$ cat src/rtl/uart_regfront_pkg.sv
// Package: shared encodings for the UART register front-end.
// Holds word offsets, flag and interrupt bit positions, the access-size
// code and the decoded register-select structure.
package uart_regfront_pkg;

    // access size code carried on req_size
    typedef enum logic [1:0] {
        SZ_BYTE  = 2'd0,
        SZ_HALF  = 2'd1,
        SZ_WORD  = 2'd2,
        SZ_DWORD = 2'd3
    } acc_size_e;

    // word index (byte offset / 4) of each register
    localparam int unsigned WIDX_DATA  = 0;
    localparam int unsigned WIDX_RXST  = 1;
    localparam int unsigned WIDX_FLAG  = 6;
    localparam int unsigned WIDX_MASK  = 14;
    localparam int unsigned WIDX_RAW   = 15;
    localparam int unsigned WIDX_MSKD  = 16;
    localparam int unsigned WIDX_CLR   = 17;

    // flag word bit positions
    localparam int unsigned FB_BUSY   = 3;
    localparam int unsigned FB_RXEMP  = 4;
    localparam int unsigned FB_TXFUL  = 5;
    localparam int unsigned FB_RXFUL  = 6;
    localparam int unsigned FB_TXEMP  = 7;

    // interrupt bits: index into the 3-bit status vector, word position = 4 + index
    localparam int unsigned IRQ_LSB   = 4;
    localparam int unsigned IRQ_N     = 3;
    localparam int unsigned IX_RX     = 0;
    localparam int unsigned IX_TX     = 1;
    localparam int unsigned IX_RTO    = 2;

    // one-hot register select produced by the decoder
    typedef struct packed {
        logic data;
        logic rxst;
        logic flag;
        logic mask;
        logic raw;
        logic mskd;
        logic clr;
        logic miss;
    } reg_sel_t;

endpackage

$ cat src/rtl/uart_rf_fifo.sv
// Module: uart_rf_fifo
// Byte FIFO with a fill level output. A push while full and a pop while
// empty are ignored. Assumes DEPTH is a power of two and at least 2.
module uart_rf_fifo #(
    parameter int unsigned DEPTH  = 8,
    parameter int unsigned DATA_W = 8,
    localparam int unsigned AW    = $clog2(DEPTH),
    localparam int unsigned LW    = AW + 1
) (
    input  logic              clk,
    input  logic              rst_n,
    input  logic              push,
    input  logic [DATA_W-1:0] wdata,
    input  logic              pop,
    output logic [DATA_W-1:0] head,
    output logic [LW-1:0]     level,
    output logic              empty,
    output logic              full
);

    logic [DATA_W-1:0] mem [DEPTH];
    logic [AW-1:0]     wr_ptr;
    logic [AW-1:0]     rd_ptr;
    logic              do_push;
    logic              do_pop;

    assign empty   = (level == '0);
    assign full    = (level == LW'(DEPTH));
    assign do_push = push && !full;
    assign do_pop  = pop && !empty;
    assign head    = mem[rd_ptr];

    // storage write on an accepted push
    always_ff @(posedge clk) begin
        if (do_push) mem[wr_ptr] <= wdata;
    end

    // pointer and fill-level tracking
    always_ff @(posedge clk) begin
        if (!rst_n) begin
            wr_ptr <= '0;
            rd_ptr <= '0;
            level  <= '0;
        end else begin
            if (do_push) wr_ptr <= wr_ptr + AW'(1);
            if (do_pop)  rd_ptr <= rd_ptr + AW'(1);
            level <= level + LW'(do_push) - LW'(do_pop);
        end
    end

endmodule

$ cat src/rtl/uart_rf_decode.sv
// Module: uart_rf_decode
// Maps a byte offset to a one-hot register select. The two low address
// bits are ignored. Any offset that is not mapped sets the miss field.
module uart_rf_decode
    import uart_regfront_pkg::*;
#(
    parameter int unsigned ADDR_W = 12,
    localparam int unsigned WW    = ADDR_W - 2
) (
    input  logic [ADDR_W-1:0] addr,
    output reg_sel_t          sel
);

    logic [WW-1:0] widx;
    logic          unused_low;

    assign widx       = addr[ADDR_W-1:2];
    assign unused_low = ^addr[1:0];

    // compare the word index against every mapped register
    always_comb begin
        sel      = '0;
        sel.data = (widx == WW'(WIDX_DATA));
        sel.rxst = (widx == WW'(WIDX_RXST));
        sel.flag = (widx == WW'(WIDX_FLAG));
        sel.mask = (widx == WW'(WIDX_MASK));
        sel.raw  = (widx == WW'(WIDX_RAW));
        sel.mskd = (widx == WW'(WIDX_MSKD));
        sel.clr  = (widx == WW'(WIDX_CLR));
        sel.miss = !(sel.data || sel.rxst || sel.flag || sel.mask ||
                     sel.raw || sel.mskd || sel.clr);
    end

endmodule

$ cat src/rtl/uart_rf_irq.sv
// Module: uart_rf_irq
// Holds the three raw interrupt bits. Each bit is set or cleared by FIFO
// events, using the next fill level, and can be cleared from software.
// An event in the same cycle as a software clear takes priority.
// Assumes the push/pop inputs are already qualified by full/empty.
module uart_rf_irq
    import uart_regfront_pkg::*;
#(
    parameter int unsigned DEPTH = 8,
    localparam int unsigned LW   = $clog2(DEPTH) + 1,
    localparam logic [LW-1:0] TH = LW'(DEPTH - DEPTH / 2)
) (
    input  logic             clk,
    input  logic             rst_n,
    input  logic             rx_push,
    input  logic             rx_pop,
    input  logic [LW-1:0]    rx_lvl_nxt,
    input  logic             tx_push,
    input  logic             tx_pop,
    input  logic [LW-1:0]    tx_lvl_nxt,
    input  logic [IRQ_N-1:0] sw_clr,
    output logic [IRQ_N-1:0] raw
);

    logic [IRQ_N-1:0] raw_nxt;

    // next-state rules for each interrupt source
    always_comb begin
        raw_nxt = raw & ~sw_clr;
        if (rx_push && (rx_lvl_nxt >= TH))
            raw_nxt[IX_RX] = 1'b1;
        else if (rx_pop && (rx_lvl_nxt < TH))
            raw_nxt[IX_RX] = 1'b0;
        if (rx_push)
            raw_nxt[IX_RTO] = 1'b1;
        else if (rx_pop && (rx_lvl_nxt == '0))
            raw_nxt[IX_RTO] = 1'b0;
        if (tx_push || tx_pop)
            raw_nxt[IX_TX] = (tx_lvl_nxt <= TH);
    end

    // raw status register
    always_ff @(posedge clk) begin
        if (!rst_n) raw <= '0;
        else        raw <= raw_nxt;
    end

endmodule

$ cat src/rtl/uart_regfront.sv
// Module: uart_regfront
// Register front-end of a simple UART. It decodes register accesses,
// moves bytes between the bus and the two FIFOs, builds the flag word and
// drives the interrupt. Every request gets a registered response one cycle
// later. Assumes at most one request per cycle and DEPTH a power of two.
module uart_regfront
    import uart_regfront_pkg::*;
#(
    parameter int unsigned DEPTH  = 8,
    parameter int unsigned ADDR_W = 12,
    localparam int unsigned LW    = $clog2(DEPTH) + 1,
    localparam int unsigned NBYTE = 4
) (
    input  logic              clk,
    input  logic              rst_n,
    input  logic              req_valid,
    input  logic              req_write,
    input  logic [ADDR_W-1:0] req_addr,
    input  logic [1:0]        req_size,
    input  logic [NBYTE-1:0]  req_be,
    input  logic [31:0]       req_wdata,
    output logic              rsp_valid,
    output logic              rsp_err,
    output logic [31:0]       rsp_rdata,
    input  logic              rx_in_valid,
    input  logic [7:0]        rx_in_data,
    output logic              rx_in_ready,
    output logic              tx_out_valid,
    output logic [7:0]        tx_out_data,
    input  logic              tx_out_ready,
    output logic              irq
);

    reg_sel_t         sel;
    logic             acc_ok;
    logic             rd_ok;
    logic             wr_ok;
    logic             req_bad;
    logic [7:0]       rx_head;
    logic [LW-1:0]    rx_lvl;
    logic [LW-1:0]    tx_lvl;
    logic             rx_empty, rx_full, tx_empty, tx_full;
    logic             rx_push, rx_pop, tx_push, tx_pop;
    logic [LW-1:0]    rx_lvl_nxt, tx_lvl_nxt;
    logic [IRQ_N-1:0] raw_q;
    logic [IRQ_N-1:0] mask_q;
    logic [IRQ_N-1:0] sw_clr;
    logic [31:0]      be_bits;
    logic [31:0]      mask_word, mask_merged;
    logic [31:0]      clr_word;
    logic [31:0]      flag_word, raw_word, rd_mux;
    logic             unused_bits;

    uart_rf_decode #(.ADDR_W(ADDR_W)) u_decode (
        .addr (req_addr),
        .sel  (sel)
    );

    // request qualification: a 64-bit request never has a side effect
    assign acc_ok  = req_valid && (acc_size_e'(req_size) != SZ_DWORD);
    assign rd_ok   = acc_ok && !req_write;
    assign wr_ok   = acc_ok && req_write;
    assign req_bad = (acc_size_e'(req_size) == SZ_DWORD) || sel.miss ||
                     (!req_write && sel.clr);

    // FIFO traffic, qualified by full/empty so the level math is exact
    assign rx_push = rx_in_valid && !rx_full;
    assign rx_pop  = rd_ok && sel.data && !rx_empty;
    assign tx_push = wr_ok && sel.data && req_be[0] && !tx_full;
    assign tx_pop  = tx_out_ready && !tx_empty;

    assign rx_lvl_nxt = rx_lvl + LW'(rx_push) - LW'(rx_pop);
    assign tx_lvl_nxt = tx_lvl + LW'(tx_push) - LW'(tx_pop);

    uart_rf_fifo #(.DEPTH(DEPTH), .DATA_W(8)) u_rx_fifo (
        .clk   (clk),
        .rst_n (rst_n),
        .push  (rx_push),
        .wdata (rx_in_data),
        .pop   (rx_pop),
        .head  (rx_head),
        .level (rx_lvl),
        .empty (rx_empty),
        .full  (rx_full)
    );

    uart_rf_fifo #(.DEPTH(DEPTH), .DATA_W(8)) u_tx_fifo (
        .clk   (clk),
        .rst_n (rst_n),
        .push  (tx_push),
        .wdata (req_wdata[7:0]),
        .pop   (tx_pop),
        .head  (tx_out_data),
        .level (tx_lvl),
        .empty (tx_empty),
        .full  (tx_full)
    );

    assign rx_in_ready  = !rx_full;
    assign tx_out_valid = !tx_empty;

    // expand the byte enables to a bit mask, one lane at a time
    for (genvar b = 0; b < NBYTE; b++) begin : g_lane
        assign be_bits[8*b +: 8] = {8{req_be[b]}};
    end

    // mask register merge and clear-register bit selection
    assign mask_word   = 32'(mask_q) << IRQ_LSB;
    assign mask_merged = (req_wdata & be_bits) | (mask_word & ~be_bits);
    assign clr_word    = req_wdata & be_bits;
    assign sw_clr      = (wr_ok && sel.clr) ? clr_word[IRQ_LSB +: IRQ_N] : '0;

    // interrupt mask register
    always_ff @(posedge clk) begin
        if (!rst_n)                  mask_q <= '0;
        else if (wr_ok && sel.mask)  mask_q <= mask_merged[IRQ_LSB +: IRQ_N];
    end

    uart_rf_irq #(.DEPTH(DEPTH)) u_irq (
        .clk        (clk),
        .rst_n      (rst_n),
        .rx_push    (rx_push),
        .rx_pop     (rx_pop),
        .rx_lvl_nxt (rx_lvl_nxt),
        .tx_push    (tx_push),
        .tx_pop     (tx_pop),
        .tx_lvl_nxt (tx_lvl_nxt),
        .sw_clr     (sw_clr),
        .raw        (raw_q)
    );

    assign irq = |(raw_q & mask_q);

    // flag word built from the fill levels
    always_comb begin
        flag_word           = '0;
        flag_word[FB_BUSY]  = tx_full;
        flag_word[FB_RXEMP] = rx_empty;
        flag_word[FB_TXFUL] = tx_full;
        flag_word[FB_RXFUL] = rx_full;
        flag_word[FB_TXEMP] = tx_empty;
    end

    assign raw_word = 32'(raw_q) << IRQ_LSB;

    // read data selection
    always_comb begin
        rd_mux = '0;
        if (sel.data && !rx_empty) rd_mux = {24'b0, rx_head};
        if (sel.flag)              rd_mux = flag_word;
        if (sel.mask)              rd_mux = mask_word;
        if (sel.raw)               rd_mux = raw_word;
        if (sel.mskd)              rd_mux = raw_word & mask_word;
    end

    // registered response, one cycle after the request
    always_ff @(posedge clk) begin
        if (!rst_n) begin
            rsp_valid <= 1'b0;
            rsp_err   <= 1'b0;
            rsp_rdata <= '0;
        end else begin
            rsp_valid <= req_valid;
            rsp_err   <= req_valid && req_bad;
            rsp_rdata <= (rd_ok && !req_bad) ? rd_mux : '0;
        end
    end

    assign unused_bits = ^{clr_word[31:IRQ_LSB+IRQ_N], clr_word[IRQ_LSB-1:0],
                           mask_merged[31:IRQ_LSB+IRQ_N], mask_merged[IRQ_LSB-1:0]};

endmodule

$ cat config.mk
export PLATFORM = sky130hd
export DESIGN_NAME = uart_regfront
export DESIGN_NICKNAME = d
export VERILOG_FILES = /design/src/rtl/uart_regfront_pkg.sv /design/src/rtl/uart_rf_fifo.sv /design/src/rtl/uart_rf_decode.sv /design/src/rtl/uart_rf_irq.sv /design/src/rtl/uart_regfront.sv
export SDC_FILE = /design/constraint.sdc
export NUM_CORES = 1
export LEC_CHECK = 0
export BUFFER_PORTS_ARGS = -buffer_cell sky130_fd_sc_hd__buf_2
export CAP_MARGIN = 5
export CELL_PAD_IN_SITES_DETAIL_PLACEMENT = 0
export CELL_PAD_IN_SITES_GLOBAL_PLACEMENT = 1
export CORE_MARGIN = 2
export CORE_UTILIZATION = 51
export CTS_CLUSTER_DIAMETER = 80
export DETAILED_ROUTE_END_ITERATION = 12
export PLACE_DENSITY = 0.85
export SETUP_SLACK_MARGIN = 0.05
export SLEW_MARGIN = 10
export SYNTH_ARGS = -nofsm -noshare
export SYNTH_HDL_FRONTEND = slang
export SYNTH_HIERARCHICAL = 1
export SYNTH_SLANG_ARGS = --single-unit
$ cat constraint.sdc
create_clock -name clk -period 11.5 [get_ports clk]
set_clock_uncertainty 0.05 [all_clocks]
set_input_delay 1.15 -clock clk [delete_from_list [all_inputs] [get_ports clk]]
set_output_delay 1.15 -clock clk [all_outputs]
set_load 0.005 [all_outputs]
# Word level (Yosys, flattened, before mapping)
# Memory sizes are Yosys's and may differ from the RTL's. A register that Yosys moved wholly into a read port is not among the register bits.
# Cells that the tools add are included.
# word_totals
register_bits	60
ram_bits	128
inputBits	64
out_inout_bits	45
elab_cells	110
n_memories	2
# classes
n_addsub	12
n_lt_le_gt_ge	3
n_eq_ne	10
muxes	19
n_bitwise	8
n_reduce_logical	45
# memory_table
memory	depth	width	read_ports	rd_clocked_by_memory_dff	write_ports	line_no	text
u_rx_fifo.mem	8	8	1	1	1	uart_rf_fifo.sv:21	logic [DATA_W-1:0] mem [DEPTH];
u_tx_fifo.mem	8	8	1	1	1	uart_rf_fifo.sv:21	
# op_table
cell	n
$mux W32	4
$logic_and A1 B1 Y1	23
$and A7 B7 Y7	3
$eq A10 B4 Y1 const B	2
$eq A10 B5 Y1 const B	2
$add A4 B1 Y4	4
$sub A4 B1 Y4	4
$mux W3	5
$add A3 B1 Y3 const B	4
$logic_not A4 Y1	3
$eq A10 B1 Y1 const B	1
$eq A10 B3 Y1 const B	1
$logic_not A10 Y1	1
$logic_or A1 B1 Y1	9
$mux W1	9
$eq A4 B4 Y1 const B	2
$mux W8	1
$logic_not A1 Y1	7
$not A7 Y7	1
$or A7 B7 Y7	1
$and A3 B3 Y3	2
$ge A4 B3 Y1 const B	1
$le A4 B3 Y1 const B	1
$lt A4 B3 Y1 const B	1
other kinds (5)	5

# Depth between registers and ports, before layout
# logic_depth
depth_word	13
mapped_depth	14
mapped_depth_nobuf	14

# Hierarchy
# Netlist, hierarchy kept.
# by_module_without_submodules
mod	instances	cells_each	area_per_inst_um2	seq_area_each_um2
uart_rf_fifo	2	172	3180.6	2182.1
uart_regfront	1	133	1136.1	260.2
uart_rf_irq	1	15	152.6	60.1
uart_rf_decode	1	19	115.1	0.0

# Least setup slack after synthesis
# No wires, ideal clock.
# synth_path
kind	input -> register
from	input port req_addr[7]
to	register u_irq.raw[0]
setup_ns	0.116
t_arrival_ns	4.402
required_time_ns	11.334
slack_ns	6.932
cell_stages	12
n_path_buf	0
cell_sequence	or4_4 -> or3_4 -> nor3_1 -> nor4bb_1 -> ha_1 -> inv_1 -> ha_1 -> a21o_1 -> a21oi_1 -> xnor2_1 -> or3b_1 -> a41o_1
# synth_lines
item	line_no	text
from (decl)	uart_regfront.sv:18	input logic [ADDR_W-1:0] req_addr,
to (signal assigned)	uart_rf_irq.sv:45	else raw <= raw_nxt;
to (decl)	uart_rf_irq.sv:22	output logic [IRQ_N-1:0] raw

==> flow_summary.ini <==
[status]
status = finished clean

[critical_path]
critPathMaxFanout = 7
reg2reg_to = u_irq/raw[0]
crit_required_ps = 11760
critPathKind = input pin to flop
r2r_cells = 13
rrSetupSlack_ps = 7870
startpoint = req_addr[7]
timing.rr.start = u_rx_fifo/level[2]
worstSetupStartpointType = input pin
cp-end-kind = flop
cp.arrival_ps = 5390
critPathCapture = u_irq/raw[0]

[global_route]
gr-usage-met3_pct = 3.73
gr-usage-met2_pct = 32.5
grt_busiest_layer = met2
grt_pass1_vias = 4320
gr-total-overflow = 0
grt_max_degree = 46
antenna_found_initial = 0
grt_util_all_layers_pct = 18.3
grtUsageMet1_pct = 22.0
grt_pass1_wl_mm = 22.2

[floorplanning]
core_um2 = 15000
die_h_um = 127
start_util_pct = 51.6
die-width_um = 127
rows = 45
io_pins = 109
die-area_um2 = 16200

[clocking]
clock_latency_ps = 420
cts_root_buf = clkbuf_16
path_clk_slew_ps = 60
clockBufferDepth = 2
cts_sinks = 170
postCtsResizedCells = 0
cts_made_buffers = 17
cts-htree-levels = 4
cts_tree = yes
postCtsHoldBufs = 0
post_cts_buffers = 0

[sta]
finalMaxSlewViolations = 0
fin_setup_tns_ps = 0
hold_slack_ps = 444
relSlewSlack_pct = 34.9
setup_viol = 0
worst_pin_slew_ps = 973
rsz0062_at_grt = false
worst_slack_ps = 6370
fin_crit_sh_pct = 44.6
hold_viol = 0
clock.fmax_ghz = 0.195
period_needed_ps = 5130

[route]
drcViolationCount = 0
vias = 4254
wire_per_inst_um = 17.7
drtIter0Drc = 308
drtPass1Iterations = 5
ant_nets = 0
viasPerCell = 5.47
routed_wl_mm = 13.8

[layout]
syn2layout_area_growth_pct = 12.6
nNetsFinal = 667
final_util_pct = 58.1
antenna_cells = 0
drive_gt1_share_pct = 21.1
fin_cells = 777

[power_and_ir_drop]
p_leak_nw = 3.15
irDropWorstVdd_mv = 0.111
power_density_nw_per_um2 = 181

[place]
finalWeightedCongestion = 0.835
portBuffers = 55
pre_cts_ws_ps = 6030
placed_cells = 746
dp_hpwl_mm = 9.15

[flow_run]
maxCapViolCount = 0

[logic_synthesis]
syn_area_um2 = 7750
syn-instance-count = 510
yosysWarnings = 6
postSynthAreaPerCell_um2 = 15.2

[min_path]
min_path_cells = 2
hold_path.class = flop to flop
layer usage:
layer  routed length [um]  up-vias  part of all wire (%)
met5                    0        -                     0
met2                 7210       83                    52
li1                     -     2035                     -
met1                 5850     2116                    42
met3                  461       20                   3.3
met4                  241        0                   1.8
cells in the final DEF (no fill, tap or decap), types with 3 or more instances in the layout:
cell type / n
buf_4: 11
a21o_1: 4
buf_2: 55
fa_1: 4
a221o_1: 3
a221oi_2: 3
nand2_1: 34
or3_1: 6
conb_1: 24
nand3_1: 4
mux4_1: 30
nand2b_1: 11
and3_1: 4
nor3b_1: 3
nand4bb_1: 3
clkbuf_16: 17
edfxtp_1: 128
nor2_1: 13
xnor2_1: 9
ha_1: 22
a21boi_0: 8
a21oi_1: 12
and2_1: 10
nor2b_1: 7
inv_1: 28
o21ai_0: 6
dfxtp_1: 42
clkinv_1: 3
mux2i_1: 17
nor3_1: 12
bufinv_16: 4
mux2_2: 16
per-stage QoR:
| stage | power [mW] | area [um^2] |
|---|---|---|
| after floorplan | 0.937 | 7840 |
| after global placement | 1.00 | 8130 |
| after detailed placement | 1.01 | 8130 |
| after CTS | 1.60 | 8740 |
| after global routing | 1.66 | 8740 |
| final | 1.58 | 8740 |
final cells by class:
type,count,area [um^2]
Multi-Input combinational cell,294,2750
Sequential cell,170,4680
Timing Repair Buffer,66,358
Fill cell,1173,6300
Clock inverter,13,175
Tap cell,188,235
Inverter,28,105
Clock buffer,18,429
worst max-delay path, stage by stage:
cell and delay (ps):
buf_2 100, or4_4 550, or3_4 370, nor3_1 680, nor4bb_1 800, ha_1 280, inv_1 70, ha_1 270
a21o_1 170, a21oi_1 170, xnor2_1 130, or3b_1 410, a41o_1 250
how the worst min path moves through the flow:
| stage | end | slack, ps |
|---|---|---|
| after floorplan | flop | 400 |
| after global placement | flop | 420 |
| after detailed placement | flop | 430 |
| after CTS | flop | 440 |
| after global routing | flop | 470 |
| final | flop | 440 |
power breakdown:
group	internal [mW]	total, mW	switching, mW	leakage [nW]
Sequential	0.696	0.728	0.0317	1.50
Clock	0.360	0.584	0.224	0.293
Combinational	0.138	0.270	0.132	1.36
flip-flops by register name (all words and copies together) (netlist names), named ones only:
signal / count
u_tx_fifo/rd_ptr: 3
u_tx_fifo/wr_ptr: 3
u_rx_fifo/wr_ptr: 3
u_tx_fifo/level: 4
u_rx_fifo/rd_ptr: 3
rsp_err: 1
u_rx_fifo/level: 4
u_rx_fifo/mem: 64
u_irq/raw: 3
rsp_valid: 1
rsp_rdata: 8
u_tx_fifo/mem: 64
Power figures use the tool's default switching activity.
